[src/rtl/tvb_pkg.sv]
package tvb_pkg;
    typedef enum logic [2:0] {
        ST_IDLE,
        ST_FETCH,
        ST_TAG_REQ,
        ST_TAG_WAIT,
        ST_COMPARE,
        ST_RELEASE,
        ST_FAULT
    } tvb_state_e;
endpackage

[src/rtl/tvb_byte_store.sv]
// Ciphertext buffer plus stored-tag register, filled by a byte index.
module tvb_byte_store #(
    parameter int BLK_BYTES = 32,
    parameter int TAG_BYTES = 4,
    parameter int CNT_W     = 6
) (
    input  logic                   clk,
    input  logic                   rst_n,
    input  logic                   wr_en,
    input  logic [CNT_W-1:0]       wr_idx,
    input  logic [7:0]             wr_byte,
    input  logic [CNT_W-1:0]       rd_idx,
    output logic [7:0]             rd_byte,
    output logic [8*BLK_BYTES-1:0] ct_flat,
    output logic [8*TAG_BYTES-1:0] tag_flat
);
    // Fetch slots below BLK_BYTES hold ciphertext.
    for (genvar i = 0; i < BLK_BYTES; i++) begin : g_ct
        localparam logic [CNT_W-1:0] SLOT = CNT_W'(i);
        always_ff @(posedge clk or negedge rst_n) begin
            if (!rst_n)
                ct_flat[8*i +: 8] <= '0;
            else if (wr_en && wr_idx == SLOT)
                ct_flat[8*i +: 8] <= wr_byte;
        end
    end

    // Fetch slots from BLK_BYTES upward hold the stored tag.
    for (genvar j = 0; j < TAG_BYTES; j++) begin : g_tag
        localparam logic [CNT_W-1:0] SLOT = CNT_W'(BLK_BYTES + j);
        always_ff @(posedge clk or negedge rst_n) begin
            if (!rst_n)
                tag_flat[8*j +: 8] <= '0;
            else if (wr_en && wr_idx == SLOT)
                tag_flat[8*j +: 8] <= wr_byte;
        end
    end

    always_comb begin
        rd_byte = '0;
        for (int i = 0; i < BLK_BYTES; i++) begin
            if (rd_idx == CNT_W'(i))
                rd_byte = ct_flat[8*i +: 8];
        end
    end
endmodule

[src/rtl/tvb_tag_cmp.sv]
// Captures the engine tag and compares it with the stored tag.
module tvb_tag_cmp #(
    parameter int TAG_BYTES = 4
) (
    input  logic                   clk,
    input  logic                   rst_n,
    input  logic                   cap_en,
    input  logic [8*TAG_BYTES-1:0] eng_tag,
    input  logic [8*TAG_BYTES-1:0] stored_tag,
    output logic                   match
);
    logic [8*TAG_BYTES-1:0] eng_q;

    always_ff @(posedge clk or negedge rst_n) begin
        if (!rst_n)
            eng_q <= '0;
        else if (cap_en)
            eng_q <= eng_tag;
    end

    assign match = (eng_q == stored_tag);
endmodule

[src/rtl/tvb_seq.sv]
// Read sequencer: state register, byte counter, mode latch, control outputs.
module tvb_seq
    import tvb_pkg::*;
#(
    parameter int BLK_BYTES = 32,
    parameter int TAG_BYTES = 4,
    parameter int CNT_W     = 6
) (
    input  logic             clk,
    input  logic             rst_n,
    input  logic             req_valid,
    input  logic             req_auth,
    input  logic             fl_ack,
    input  logic             tag_req_ready,
    input  logic             tag_rsp_valid,
    input  logic             tag_match,
    input  logic             rsp_ready,
    input  logic             fault_clr,
    output tvb_state_e       state,
    output logic [CNT_W-1:0] cnt,
    output logic             auth_q,
    output logic             req_ready,
    output logic             fl_req,
    output logic             store_en,
    output logic             tag_req_valid,
    output logic             tag_cap,
    output logic             rsp_valid,
    output logic             rsp_last,
    output logic             fault
);
    localparam int FULL = BLK_BYTES + TAG_BYTES;
    localparam logic [CNT_W-1:0] LAST_FULL = CNT_W'(FULL - 1);
    localparam logic [CNT_W-1:0] LAST_BLK  = CNT_W'(BLK_BYTES - 1);

    tvb_state_e       state_q, state_d;
    logic [CNT_W-1:0] cnt_q;
    logic             accept;
    logic             fetch_done;
    logic             rel_done;
    logic [CNT_W-1:0] fetch_last;

    assign fetch_last = auth_q ? LAST_FULL : LAST_BLK;
    assign accept     = (state_q == ST_IDLE) && req_valid;
    assign fetch_done = (state_q == ST_FETCH) && fl_ack && (cnt_q == fetch_last);
    assign rel_done   = (state_q == ST_RELEASE) && rsp_ready && (cnt_q == LAST_BLK);

    // State register
    always_ff @(posedge clk or negedge rst_n) begin
        if (!rst_n)
            state_q <= ST_IDLE;
        else
            state_q <= state_d;
    end

    // Byte counter and mode latch
    always_ff @(posedge clk or negedge rst_n) begin
        if (!rst_n) begin
            cnt_q  <= '0;
            auth_q <= 1'b0;
        end else if (accept) begin
            cnt_q  <= '0;
            auth_q <= req_auth;
        end else if (state_q == ST_FETCH && fl_ack) begin
            cnt_q  <= fetch_done ? '0 : cnt_q + 1'b1;
        end else if (state_q == ST_RELEASE && rsp_ready) begin
            cnt_q  <= rel_done ? '0 : cnt_q + 1'b1;
        end
    end

    // Next-state logic
    always_comb begin
        state_d = state_q;
        unique case (state_q)
            ST_IDLE:     if (req_valid)     state_d = ST_FETCH;
            ST_FETCH:    if (fetch_done)    state_d = auth_q ? ST_TAG_REQ : ST_RELEASE;
            ST_TAG_REQ:  if (tag_req_ready) state_d = ST_TAG_WAIT;
            ST_TAG_WAIT: if (tag_rsp_valid) state_d = ST_COMPARE;
            ST_COMPARE:  state_d = tag_match ? ST_RELEASE : ST_FAULT;
            ST_RELEASE:  if (rel_done)      state_d = ST_IDLE;
            ST_FAULT:    if (fault_clr)     state_d = ST_IDLE;
            default:     state_d = ST_IDLE;
        endcase
    end

    // Outputs per state
    always_comb begin
        req_ready     = 1'b0;
        fl_req        = 1'b0;
        store_en      = 1'b0;
        tag_req_valid = 1'b0;
        tag_cap       = 1'b0;
        rsp_valid     = 1'b0;
        rsp_last      = 1'b0;
        fault         = 1'b0;
        unique case (state_q)
            ST_IDLE:     req_ready = 1'b1;
            ST_FETCH: begin
                fl_req   = 1'b1;
                store_en = fl_ack;
            end
            ST_TAG_REQ:  tag_req_valid = 1'b1;
            ST_TAG_WAIT: tag_cap = tag_rsp_valid;
            ST_COMPARE:  ;
            ST_RELEASE: begin
                rsp_valid = 1'b1;
                rsp_last  = (cnt_q == LAST_BLK);
            end
            ST_FAULT:    fault = 1'b1;
            default:     ;
        endcase
    end

    assign state = state_q;
    assign cnt   = cnt_q;
endmodule

[src/rtl/tvb_rd_ctrl.sv]
// Top: tag-verified block read controller.
module tvb_rd_ctrl
    import tvb_pkg::*;
#(
    parameter int BLK_BYTES = 32,
    parameter int TAG_BYTES = 4,
    parameter int IDX_W     = 8,
    localparam int FULL     = BLK_BYTES + TAG_BYTES,
    localparam int CNT_W    = $clog2(FULL + 1),
    localparam int DI_W     = $clog2(BLK_BYTES),
    localparam int ADDR_W   = IDX_W + $clog2(FULL)
) (
    input  logic                   clk,
    input  logic                   rst_n,
    input  logic                   req_valid,
    output logic                   req_ready,
    input  logic [IDX_W-1:0]       req_blk,
    input  logic                   req_auth,
    output logic                   fl_req,
    output logic [ADDR_W-1:0]      fl_addr,
    input  logic                   fl_ack,
    input  logic [7:0]             fl_data,
    output logic                   tag_req_valid,
    input  logic                   tag_req_ready,
    output logic [IDX_W-1:0]       tag_req_blk,
    output logic [8*BLK_BYTES-1:0] tag_req_data,
    input  logic                   tag_rsp_valid,
    input  logic [8*TAG_BYTES-1:0] tag_rsp_tag,
    output logic [7:0]             dec_ct,
    output logic [DI_W-1:0]        dec_idx,
    output logic [IDX_W-1:0]       dec_blk,
    input  logic [7:0]             dec_pt,
    output logic                   rsp_valid,
    input  logic                   rsp_ready,
    output logic [7:0]             rsp_data,
    output logic                   rsp_last,
    output logic                   fault,
    input  logic                   fault_clr
);
    tvb_state_e             st;
    logic [CNT_W-1:0]       cnt;
    logic                   auth_q;
    logic                   store_en;
    logic                   tag_cap;
    logic                   tag_match;
    logic [IDX_W-1:0]       blk_q;
    logic [7:0]             buf_byte;
    logic [8*TAG_BYTES-1:0] stored_tag;
    logic [ADDR_W-1:0]      stride;

    tvb_seq #(
        .BLK_BYTES(BLK_BYTES),
        .TAG_BYTES(TAG_BYTES),
        .CNT_W    (CNT_W)
    ) u_seq (
        .clk          (clk),
        .rst_n        (rst_n),
        .req_valid    (req_valid),
        .req_auth     (req_auth),
        .fl_ack       (fl_ack),
        .tag_req_ready(tag_req_ready),
        .tag_rsp_valid(tag_rsp_valid),
        .tag_match    (tag_match),
        .rsp_ready    (rsp_ready),
        .fault_clr    (fault_clr),
        .state        (st),
        .cnt          (cnt),
        .auth_q       (auth_q),
        .req_ready    (req_ready),
        .fl_req       (fl_req),
        .store_en     (store_en),
        .tag_req_valid(tag_req_valid),
        .tag_cap      (tag_cap),
        .rsp_valid    (rsp_valid),
        .rsp_last     (rsp_last),
        .fault        (fault)
    );

    tvb_byte_store #(
        .BLK_BYTES(BLK_BYTES),
        .TAG_BYTES(TAG_BYTES),
        .CNT_W    (CNT_W)
    ) u_store (
        .clk     (clk),
        .rst_n   (rst_n),
        .wr_en   (store_en),
        .wr_idx  (cnt),
        .wr_byte (fl_data),
        .rd_idx  (cnt),
        .rd_byte (buf_byte),
        .ct_flat (tag_req_data),
        .tag_flat(stored_tag)
    );

    tvb_tag_cmp #(
        .TAG_BYTES(TAG_BYTES)
    ) u_cmp (
        .clk       (clk),
        .rst_n     (rst_n),
        .cap_en    (tag_cap),
        .eng_tag   (tag_rsp_tag),
        .stored_tag(stored_tag),
        .match     (tag_match)
    );

    always_ff @(posedge clk or negedge rst_n) begin
        if (!rst_n)
            blk_q <= '0;
        else if (req_valid && req_ready)
            blk_q <= req_blk;
    end

    // Authenticated blocks are laid out with their tags; bypass blocks are dense.
    assign stride  = auth_q ? ADDR_W'(FULL) : ADDR_W'(BLK_BYTES);
    assign fl_addr = ADDR_W'(blk_q) * stride + ADDR_W'(cnt);

    assign tag_req_blk = blk_q;
    assign dec_ct      = buf_byte;
    assign dec_idx     = cnt[DI_W-1:0];
    assign dec_blk     = blk_q;
    assign rsp_data    = auth_q ? dec_pt : buf_byte;
endmodule

[config.mk]
export PLATFORM = sky130hd
export DESIGN_NAME = tvb_rd_ctrl
export DESIGN_NICKNAME = d
export VERILOG_FILES = /design/src/rtl/tvb_pkg.sv /design/src/rtl/tvb_byte_store.sv /design/src/rtl/tvb_tag_cmp.sv /design/src/rtl/tvb_seq.sv /design/src/rtl/tvb_rd_ctrl.sv
export SDC_FILE = /design/constraint.sdc
export NUM_CORES = 1
export LEC_CHECK = 0
export BUFFER_PORTS_ARGS = -buffer_cell sky130_fd_sc_hd__buf_2
export CAP_MARGIN = 20
export CORE_AREA = 2 2 239 300
export CTS_CLUSTER_SIZE = 12
export DETAILED_ROUTE_END_ITERATION = 8
export DIE_AREA = 0 0 241 302
export GPL_TIMING_DRIVEN = 0
export PLACE_DENSITY = 0.48
export SLEW_MARGIN = 0
export SYNTH_ARGS = -nofsm -noshare
export SYNTH_HDL_FRONTEND = slang
export SYNTH_SLANG_ARGS = --single-unit
[constraint.sdc]
create_clock -name clk -period 8.3 [get_ports clk]
set_input_delay 1.66 -clock clk [delete_from_list [all_inputs] [get_ports clk]]
set_output_delay 1.66 -clock clk [all_outputs]
set_load 0.01 [all_outputs]
# Yosys cells after proc, flatten, opt, wreduce, memory -nomap -nowiden
# Index checks and enable logic that the tools add are counted.
# totals
reg_bits,338
elab_cells,196
# classes
addsub,2
multipliers,1
eq_ne,49
mux,57
n_reduce_logical,46
# ops
op,n
8-bit 2-to-1 mux,33
6-bit by 5-bit == test with 1-bit output (second input constant),16
6-bit by 4-bit == test with 1-bit output (second input constant),8
1-bit logical AND,42
6-bit 2-to-1 mux,6
32-bit == test,1
6-bit by 3-bit == test with 1-bit output (second input constant),4
6-bit == test (second input constant),4
3-bit 2-to-1 mux,8
3-bit case mux with 7 select lines,1
14-bit by 6-bit adder with 14-bit output,1
8-bit by 6-bit multiplier with 14-bit output,1
6-bit by 2-bit == test with 1-bit output (second input constant),2
3-bit == test (second input constant),3
1-bit 2-to-1 mux,8
2-bit inequality test (second input constant),4
6-bit by 1-bit adder with 6-bit output (second input constant),1
3-bit by 2-bit == test with 1-bit output (second input constant),2
6-bit by 1-bit == test with 1-bit output (second input constant),1
6-bit == test,1
6-bit logical NOT,1
6-bit AND reduction,1
2-bit by 1-bit inequality test with 1-bit output (second input constant),2
3-bit by 1-bit == test with 1-bit output (second input constant),1
other kinds (3),3

# Depth between registers and ports, before layout
# depth
depth_word,34
ltp_mapped,13
mapped_depth_nobuf,11

# Modules after synthesis
# Synthesis repeated with hierarchy kept, for this count alone.
# unflattened
cells_unflattened,1470
area_unflattened_um2,17533.1
# by_module_without_submodules
mod,n_inst,cells_per_inst,area_each_um2,seq_area_each_um2
tvb_byte_store,1,1147,14039.7,7206.9
tvb_tag_cmp,1,111,1546.5,800.8
tvb_rd_ctrl,1,124,1179.9,200.2
tvb_seq,1,88,767.0,250.2

# Worst setup path after synthesis
# Ideal clock, no wire load.
# synth_path
path_kind,reg-to-output
from,register u_seq.auth_q
to,output port fl_addr[11]
t_arrival_ns,2.970
required_ns,6.640
path_slack_ns,3.670
stages_incl_launch_ff,14
path_cell_list,dfrtp_1 clkbuf_1 clkbuf_1 and2_1 ha_1 ha_1 fa_1 a21o_1 a21oi_1 inv_1 a31oi_1 o21bai_1 a21oi_1 xnor2_1
# synth_between
elab_chain_cells,3
# synth_lines
item,line_no,rtl
start: declaration,tvb_seq.sv:21,"output logic auth_q,"
start signal: assignment,tvb_seq.sv:62,auth_q <= req_auth;
3-bit 2-to-1 mux,tvb_rd_ctrl.sv:114,assign stride = auth_q ? ADDR_W'(FULL) : ADDR_W'(BLK_BYTES);
8-bit by 6-bit multiplier with 14-bit output,tvb_rd_ctrl.sv:115,assign fl_addr = ADDR_W'(blk_q) * stride + ADDR_W'(cnt);
14-bit by 6-bit adder with 14-bit output,tvb_rd_ctrl.sv:115,
end: declaration,tvb_rd_ctrl.sv:20,"output logic [ADDR_W-1:0] fl_addr,"
# Every way passes these cells.

# Worst setup path after layout
# layout_path
from,register u_seq.cnt_q[0] (netlist: u_seq.cnt[0])
to,output port dec_ct[5]
# layout_between
elab_chain_cells,33
word_cells_on_any_way,64
# layout_lines
item,line_no,rtl
start: declaration,tvb_seq.sv:36,logic [CNT_W-1:0] cnt_q;
start signal: assignment,tvb_seq.sv:64,cnt_q <= fetch_done ? '0 : cnt_q + 1'b1;
start signal: assignment,tvb_seq.sv:66,cnt_q <= rel_done ? '0 : cnt_q + 1'b1;
6-bit logical NOT,tvb_byte_store.sv:42,if (rd_idx == CNT_W'(i))
8-bit 2-to-1 mux (31 in series),tvb_byte_store.sv:42,
8-bit 2-to-1 mux *,tvb_byte_store.sv:42,
end: declaration,tvb_rd_ctrl.sv:29,"output logic [7:0] dec_ct,"
# Every way passes the cells marked *; elsewhere a longest branch is shown, timed or not.

==> flow_summary_export.csv <==
group,metric,value,unit
run_status,outcome,"finished, final reports clean",
route,wl_met3,6090,um
power_and_ir_drop,p_leak,10.9,nW
cts,clock_latency,0.58,ns
yosys,ys_ff_latch,338,
grt,grt_usage,21.9,%
grt,antenna_found_initial,1,
cts,hold_buffers,0,
yosys,synth_top_area_share,48.7,%
setup_path,rr_worst_depth,6,
grt,grt_pass1_vias,15200,
power_and_ir_drop,p_sw_share,41.1,%
floorplanning,rows,109,
timing,post-route-min-period,6.76,ns
grt,grt_overflow_total,0,
cts,htreeDepth,2,
route,vias,15100,
route,drtAntennaViolNets,0,
cells_and_area,finalNetCount,2025,
route,top_layer,"met4",
yosys,synth.area.top_cells,"dfrtp_1 (49%), mux2_2 (21%), ha_1 (2.3%)",
floorplanning,start_util,24.8,%
placement,portBuffers,377,
cts,clk_pin_slew,0.06,ns
placement,pre_cts_ws,2.27,ns
route,viasPerCell,5.21,
timing,finalCritPeriodShare,81.4,%
timing,hold_violations,0,
yosys,yosysWarnings,0,
floorplanning,die_area,0.0728,sq mm
power_and_ir_drop,pwr-share-seq,33.3,%
yosys,synthesis.area,0.0174,sq mm
route,first_pass_iters,6,
run,max-cap-violations,0,
power_and_ir_drop,pwr-share-clk,25.6,%
floorplanning,io_pins,378,
setup_path,crit_path_max_fanout,10,
timing,worst_slack,1.54,ns
power_and_ir_drop,vdd_drop_max,0.000127,V
power_and_ir_drop,combPwrFrac,41.1,%
cells_and_area,syn2layout_area_growth,25.6,%
placement,hpwl,63200,um
power_and_ir_drop,p_sw,0.00286,W
cts,cts_buffers,39,
grt,grt_max_degree,107,
power_and_ir_drop,power.density,319,mW/mm^2
timing,fin_tns_setup,0,ns
timing,slew_viol_final,0,
cts,clockBufferDepth,3,
route,drcViolationCount,0,
route,drt-total-wl,81000,um
yosys,ys_async_sr_fraction,100,%
route,routedWlPerCell,28.0,um
yosys,synth_edf_count,0,
yosys,synth_seq_area_share,48.7,%
route,wl_met2,40200,um
cts,cts_sinks,338,
cells_and_area,layout-drive-gt1-share,41.8,%
worst_hold_path,worstHoldPathCells,1,
worst_hold_path,hold_class,"reg2reg",
cells_and_area,fin_area,0.0218,sq mm
yosys,synthesis.nets,1604,
timing,rsz0062_at_grt,"no",
timing,max_freq,0.148,GHz
yosys,netlist_instances,1506,
route,drtIter0Drc,1134,
route,met1_length,31800,um
yosys,netlist_top_cells_count,"dfrtp_1 (338), mux2_2 (325), nand2_1 (91), nor2_1 (85), clkbuf_1 (57)",
setup_path,cp-start-kind,"flip-flop",
setup_path,cp.arrival,5.10,ns
yosys,ys.flop_type,"dfrtp_1",
setup_path,worstPathRequired,6.64,ns
floorplanning,die_y,302,um
yosys,syn_avg_cell_area,11.5,sq um
worst_hold_path,min_to,"u_cmp.eng_q[6]$_DFFE_PN0P_",
timing,timing.slew.headroom,24.2,%
yosys,yosysMostFrequentCell,"dfrtp_1",
cts,postCtsSetupBuffers,0,
yosys,synth_area_leader_cell,"dfrtp_1",
setup_path,rr_endpoint,"u_store.ct_flat[249]$_DFFE_PN0P_",
setup_path,r2r_slack,4.55,ns
worst_hold_path,worstHoldStart,"u_cmp.eng_q[6]$_DFFE_PN0P_",
timing,skew,0.0143,ns
setup_path,crit_path_end_kind,"output pin",
floorplanning,design.core.area,0.0701,sq mm
cts,root_buffer,"clkbuf_16",
setup_path,crit-reg2reg-launch,"u_seq.cnt[0]$_DFFE_PN0P_",
floorplanning,dieWidth,241,um
setup_path,worstSetupPathType,"reg2out",
cts,tritoncts,"yes",
placement,placedInstanceArea,0.0205,sq mm
power_and_ir_drop,internal-power,0.00410,W
timing,finalSetupViolCount,0,
yosys,yosysUniqueCellTypes,82,
cts,cts_resized,0,
placement,gp_congestion,0.957,
timing,tightest_slew,1.14,ns
grt,grt_pass1_wl,114000,um
-- cell families after synthesis --
family          Yosys count  synth area share [%]
simple gates            374                  10.9
flops                   338                  48.7
mux                     329                  21.3
compound gates          278                  11.6
buf+inv                 111                  2.98
xor+xnor                 43                  2.17
fa+ha+maj                33                  2.42
-- flip-flops by register name (all words and copies together), names as in the netlist --
| name | cells |
|---|---|
| u_seq.cnt | 6 |
| u_store.ct_flat | 256 |
| u_store.tag_flat | 32 |
| u_seq.state | 3 |
| u_cmp.eng_q | 32 |
| u_seq.auth_q | 1 |
| dec_blk | 8 |
-- area by class of cell --
type,count,area [sq um]
fill,7349,48300
sequential,338,8460
multi-input combinational,1057,8410
timing repair buffer,380,1980
tap,943,1180
clock buffer,57,1120
buffer,98,469
clock inverter,12,165
inverter,13,48.8
antenna,1,2.50
-- critical path: stages (launching register included) --
cell and delay (ns):
dfrtp_1 0.50, inv_1 0.16, ha_1 0.23, clkbuf_1 0.62, nand2_1 0.46, nor2_1 0.30, buf_2 0.28, a21oi_1 0.07
a211oi_1 0.42, o211ai_1 0.16, o21ai_0 0.85, a31oi_1 0.25, buf_2 0.21
-- placed cells by master, fill, tap and decap left out, types with 6 or more instances in the layout --
cell type  synthesis  final
or4_1              6      6
o21a_1             6      6
xnor2_1           40     40
o2111ai_1          6      6
nor2b_1           14     14
mux2_2           325    325
nand3_1           40     40
nor4_1            10     10
nor2_1            85     85
clkbuf_1          57     68
o211ai_1          11     11
o22ai_1           26     26
inv_1             13     13
a221o_1            8      8
nand2_1           91     91
a22oi_1           13     13
o221ai_1           8      8
a21o_1             7      7
a31oi_1            9      9
nand2b_1          10     10
nor2_2             6      6
nand4_1           19     19
o31ai_1            6      6
and3_1             7      7
clkbuf_16          0     40
buf_4             20     20
buf_2             15    391
o21ai_0           47     47
and2_1            17     17
dfrtp_1          338    338
ha_1              32     32
clkbuf_8           0      6
a211oi_1          10     10
a2111oi_0         12     12
nor3_1            29     29
a21oi_1           33     33
or3_1             12     12
a221oi_1          19     19
-- stage by stage --
step	std cells	utilization, %	hold slack, ns	total power [W]
2_1_floorplan	1506	-	0.501	0.00379
3_3_place_gp	2826	29.2	0.504	0.00519
3_5_place_dp	2829	29.3	0.516	0.00522
4_1_cts	2898	31.1	0.532	0.00703
5_1_grt	2899	31.1	0.539	0.00733
6_report	2899	31.1	0.523	0.00697
-- power by group through the flow --
stage	logic (W)	registers, W	clock network, W
after floorplan	0.00148	0.00230	0
after global placement	0.00284	0.00235	0
after detailed placement	0.00287	0.00235	0
after CTS	0.00288	0.00232	0.00182
after global routing	0.00308	0.00236	0.00189
final	0.00287	0.00232	0.00178
-- routing by layer --
metal	GRT usage, %	vias to the layer above
met4	7.85	0
met5	0	-
li1	-	6490
met3	4.90	134
met2	37.7	674
met1	26.8	7795
-- worst max-delay path by stage --
stage	startpoint	end	slack [ns]	cells after the start
3_3_place_gp	rst_n	u_cmp.eng_q[3]$_DFFE_PN0P_	-1.35	1
5_1_grt	u_seq.cnt[0]$_DFFE_PN0P_	dec_ct[5]	1.42	12
3_5_place_dp	u_seq.cnt[0]$_DFFE_PN0P_	dec_ct[5]	2.27	12
2_1_floorplan	u_seq.auth_q$_DFFE_PN0P_	fl_addr[11]	3.67	13
6_report	u_seq.cnt[0]$_DFFE_PN0P_	dec_ct[5]	1.54	12
4_1_cts	u_seq.cnt[0]$_DFFE_PN0P_	dec_ct[5]	1.64	12
(Power assumes the default switching activity.)
